$ cat src/rtl/hazard_ctrl.sv
module hazard_ctrl #(
  parameter int REG_AW = 5
) (
  input  logic              clk,
  input  logic              rst_n,
  input  logic [REG_AW-1:0] id_rs1,
  input  logic [REG_AW-1:0] id_rs2,
  input  logic [REG_AW-1:0] ex_rs1,
  input  logic [REG_AW-1:0] ex_rs2,
  input  logic [REG_AW-1:0] ex_rd,
  input  logic              ex_we,
  input  logic              ex_load,
  input  logic [REG_AW-1:0] mem_rd,
  input  logic              mem_we,
  input  logic              mem_load,
  input  logic [REG_AW-1:0] wb_rd,
  input  logic              wb_we,
  input  logic              dec_branch,
  input  logic              br_resolved,
  output logic [1:0]        fwd_a,
  output logic [1:0]        fwd_b,
  output logic              pc_hold,
  output logic              idex_bubble,
  output logic              fetch_hold
);
  localparam int          NUM_OPS = 2;
  localparam logic [1:0]  SEL_RF  = 2'b00;
  localparam logic [1:0]  SEL_MEM = 2'b01;
  localparam logic [1:0]  SEL_WB  = 2'b10;

  logic [NUM_OPS-1:0][REG_AW-1:0] ex_src;
  logic [NUM_OPS-1:0][1:0]        sel;

  assign ex_src = {ex_rs2, ex_rs1};

  for (genvar i = 0; i < NUM_OPS; i++) begin : g_op
    logic nz, hit_mem, hit_wb;
    assign nz      = |ex_src[i];
    assign hit_mem = nz && mem_we && !mem_load && (mem_rd == ex_src[i]);
    assign hit_wb  = nz && wb_we && (wb_rd == ex_src[i]);
    assign sel[i]  = hit_mem ? SEL_MEM : (hit_wb ? SEL_WB : SEL_RF);
  end

  assign fwd_a = sel[0];
  assign fwd_b = sel[1];

  logic ld_dst, ld_use;
  assign ld_dst = ex_load && ex_we && (|ex_rd);
  assign ld_use = ld_dst && ((ex_rd == id_rs1) || (ex_rd == id_rs2));

  assign pc_hold     = ld_use;
  assign idex_bubble = ld_use;

  logic br_pend;
  always_ff @(posedge clk) begin
    if (!rst_n)                      br_pend <= 1'b0;
    else if (dec_branch && !ld_use)  br_pend <= 1'b1;
    else if (br_resolved)            br_pend <= 1'b0;
  end

  assign fetch_hold = dec_branch || (br_pend && !br_resolved);
endmodule

$ cat config.mk
export PLATFORM = sky130hd
export DESIGN_NAME = hazard_ctrl
export DESIGN_NICKNAME = d
export VERILOG_FILES = /design/src/rtl/hazard_ctrl.sv
export SDC_FILE = /design/constraint.sdc
export NUM_CORES = 1
export LEC_CHECK = 0
export ABC_AREA = 1
export BUFFER_PORTS_ARGS = -buffer_cell sky130_fd_sc_hd__buf_4
export CORE_MARGIN = 4
export CORE_UTILIZATION = 34
export CTS_BUF_LIST = sky130_fd_sc_hd__clkbuf_16
export DETAILED_ROUTE_END_ITERATION = 10
export PLACE_DENSITY = 0.73
export RECOVER_POWER = 25
export SETUP_SLACK_MARGIN = 0.1
export SKIP_CTS_REPAIR_TIMING = 1
export SYNTH_ARGS = -nofsm -noshare
export SYNTH_HDL_FRONTEND = slang
export SYNTH_SLANG_ARGS = --single-unit
$ cat constraint.sdc
create_clock -name clk -period 0.85 [get_ports clk]
set_clock_uncertainty 0.15 [all_clocks]
set_input_delay 0 -clock clk [delete_from_list [all_inputs] [get_ports clk]]
set_output_delay 0 -clock clk [all_outputs]
set_load 0.005 [all_outputs]
==> key figures <==
Timing
  • Min Clock Period, post-route: 0.953 ns
  • Relative slew slack: 0.893
  • Transition time of the tightest slew-check pin: 0.159 ns
  • Number of pins exceeding their max-slew limit in the final report: 0
  • Worst Setup Slack, final: -0.103 ns
  • Final setup violating endpoints: 7
  • Hold violation count in the final report: 0
  • Final cycle utilization of the critical path: 1.12
  • Worst-case hold slack: 0.118 ns
  • RSZ-0062 raised after global routing: yes
  • Maximum frequency from static timing analysis: 1050 MHz

Layout
  • Total area of multi-input combinational cells: 551 um2
  • Filler Cells Inserted: 158
  • Post-Layout Inst Area: 1190 um2
  • Combined flip-flop and latch cell area: 20.0 um2
  • Fraction of final layout cells sized beyond drive strength 1: 0.495
  • Non-Filler Instances: 207
  • Flip-flop count of the largest register after layout: 1
  • Antenna fix cells: 0
  • Registers with the most flip-flops: br_pend (1)
  • Most flop-heavy register: br_pend
  • Synth-to-layout area growth: 92.5%
  • Total Nets Final: 228

Die
  • Core Rows: 15
  • Die Ht: 50.7 um
  • I/O pins: 51
  • Die outline area: 2570 um2
  • Area of the core: 1730 um2
  • Die Width: 50.7 um
  • Starting utilization of the core area: 0.359

GRT
  • Number of global-route vias before repair: 824
  • First-pass GRT wire length: 3120 um
  • Initial antenna violation count: 0
  • Pin count of the biggest net entering global routing: 6
  • Total gr overflow: 0
  • Total GRT Usage: 0.148

Clock network
  • Latest clock arrival within the worst-skew pair: 0 ns

Hold path
  • Start point of the worst min-delay path: dec_branch
  • Destination of the worst hold path: fetch_hold
  • Worst hold path class: input pin to primary output
  • Hold Crit Depth: 4

Routing
  • Antenna Violating Nets Remaining: 0
  • Number of vias in the routed layout: 949
  • Number of remaining DRC errors: 0
  • Routed WL: 2270 um
  • Router iterations before antenna repair: 4
  • Vias per std cell: 4.58
  • WL per Instance: 10.9 um
  • Detailed router's first-iteration violation count: 11

Critical path
  • Path depth of the worst reg2reg path: 4
  • Kind of start point of the critical path: input pin
  • Capturing element type of the critical path: primary output
  • Worst reg-to-reg setup slack: 0.04 ns
  • Arrival time of data at the critical path endpoint: 0.80 ns
  • Worst r2r src: br_pend
  • Worst r2r dst: br_pend
  • Maximum fanout encountered on the critical timing path: 3
  • Critical path start-end classification: input pin to primary output
  • Data required time at the worst endpoint: 0.70 ns

Logic synthesis
  • Sequential area share after synthesis: 0.0323
  • Register bit total from synthesis: 1
  • Mean Syn Cell Area: 4.81 um2
  • Post-synthesis instance area: 621 um2
  • Distinct cell type count of the synthesized netlist: 19
  • Net count of the mapped netlist: 173
  • Number of standard cells after synthesis: 129
  • Synth Warn #: 0

Pwr
  • Power per cell area: 481 nW/um2
  • Peak ir drop on the vdd network: 0.311 mV
  • Total leakage power: 0.672 nW

Placement
  • Port-buffer cells: 50
  • Post-Place Cell Area: 1040 um2
  • Number of placed instances, taps included: 204
  • Routability congestion estimate: 0.822
  • Half-perimeter wire length after detailed placement: 1830 um

Job
  • Number of maximum-capacitance constraint violations: 0

Status
  • Violated checks: negative setup slack
  • Run status: complete, but fails checks
cells in the mapped netlist:
cell                       number  area share
sky130_fd_sc_hd__a21boi_0       1       0.012
sky130_fd_sc_hd__a21oi_1        2       0.016
sky130_fd_sc_hd__and3_1         1       0.010
sky130_fd_sc_hd__buf_4          3       0.036
sky130_fd_sc_hd__dfxtp_1        1       0.032
sky130_fd_sc_hd__inv_1         23        0.14
sky130_fd_sc_hd__inv_2          4       0.024
sky130_fd_sc_hd__nand2_1       45        0.27
sky130_fd_sc_hd__nand3_1        9       0.073
sky130_fd_sc_hd__nand3b_1       1       0.012
sky130_fd_sc_hd__nand4_1        3       0.030
sky130_fd_sc_hd__nor2_1        14       0.085
sky130_fd_sc_hd__nor2_2         2       0.020
sky130_fd_sc_hd__nor3_1         5       0.040
sky130_fd_sc_hd__nor3_2         1       0.016
sky130_fd_sc_hd__o22ai_1        3       0.030
sky130_fd_sc_hd__or2_2          1       0.010
sky130_fd_sc_hd__xnor2_1        7       0.099
sky130_fd_sc_hd__xor2_1         3       0.042
cell type report:
cell class	count	share of cell area
repair buffers	56	0.403
well taps	25	0.0262
flip-flops and latches	1	0.0168
inverters	27	0.0932
multi-input cells	98	0.461
critical path, stage by stage:
cell                      delay [ns]
sky130_fd_sc_hd__buf_8          0.10
sky130_fd_sc_hd__nand2_2        0.06
sky130_fd_sc_hd__nand2_2        0.05
sky130_fd_sc_hd__nor3_2         0.14
sky130_fd_sc_hd__nand4_1        0.12
sky130_fd_sc_hd__nor2_2         0.15
sky130_fd_sc_hd__nor2_2         0.05
sky130_fd_sc_hd__buf_4          0.13
cell families (layout without fill, tap and decap cells):
family	Yosys count	after routing	synth area share
and+or+nand+nor	82	82	0.569
xor gates and xnor gates	10	10	0.141
DFF	1	1	0.0323
AOI/OAI and AO/OA	6	6	0.0585
buffers and inverters	30	83	0.200
how the worst max path moves through the flow:
stage                     slack (ns)  depth (start not counted)        to       from
after floorplan                 0.09                          4   br_pend    br_pend
after global placement         -0.14                          9  fwd_b[1]  ex_rs2[1]
after detailed placement       -0.16                          8  fwd_a[1]   mem_load
after CTS                      -0.16                          8  fwd_a[1]  ex_rs1[3]
after global routing           -0.20                          9  fwd_b[1]  ex_rs2[0]
final                          -0.10                          8  fwd_b[1]  ex_rs2[4]
where the power goes:
| part | internal (mW) | switching, mW |
|---|---|---|
| registers | 0.0512 | 0.000811 |
| clock network | 0 | 0 |
| logic | 0.294 | 0.228 |
placed cells by master, fill, tap and decap left out, types with 2 or more instances in the layout:
master	netlist	layout
sky130_fd_sc_hd__nor3_2	1	5
sky130_fd_sc_hd__inv_4	0	4
sky130_fd_sc_hd__buf_4	3	45
sky130_fd_sc_hd__inv_1	23	16
sky130_fd_sc_hd__nor2_4	0	2
sky130_fd_sc_hd__nand4_1	3	3
sky130_fd_sc_hd__buf_6	0	7
sky130_fd_sc_hd__nand3_1	9	9
sky130_fd_sc_hd__xnor2_1	7	6
sky130_fd_sc_hd__xor2_1	3	3
sky130_fd_sc_hd__nand2_1	45	37
sky130_fd_sc_hd__inv_2	4	7
sky130_fd_sc_hd__nand2_2	0	8
sky130_fd_sc_hd__nor2_1	14	9
sky130_fd_sc_hd__buf_8	0	3
sky130_fd_sc_hd__nor2_2	2	5
sky130_fd_sc_hd__o22ai_1	3	3
per-layer routing:
metal  up-vias  track usage  routed length, um
met5         -            0                  0
met4         0            0                  0
met3         0       0.0356                208
met2        43        0.300               1220
met1       408        0.161                838
li1        498            -                  -
metrics by stage:
stage          total power, mW  utilization  setup slack, ns  setup TNS, ns
2_1_floorplan            0.240            -           0.0895              0
3_3_place_gp             0.479        0.601           -0.137         -0.707
3_5_place_dp             0.486        0.601           -0.160         -0.867
4_1_cts                  0.488        0.601           -0.161         -0.903
5_1_grt                  0.621        0.692           -0.203          -1.13
6_report                 0.574        0.692           -0.103         -0.545
Power figures use the tool's default switching activity.
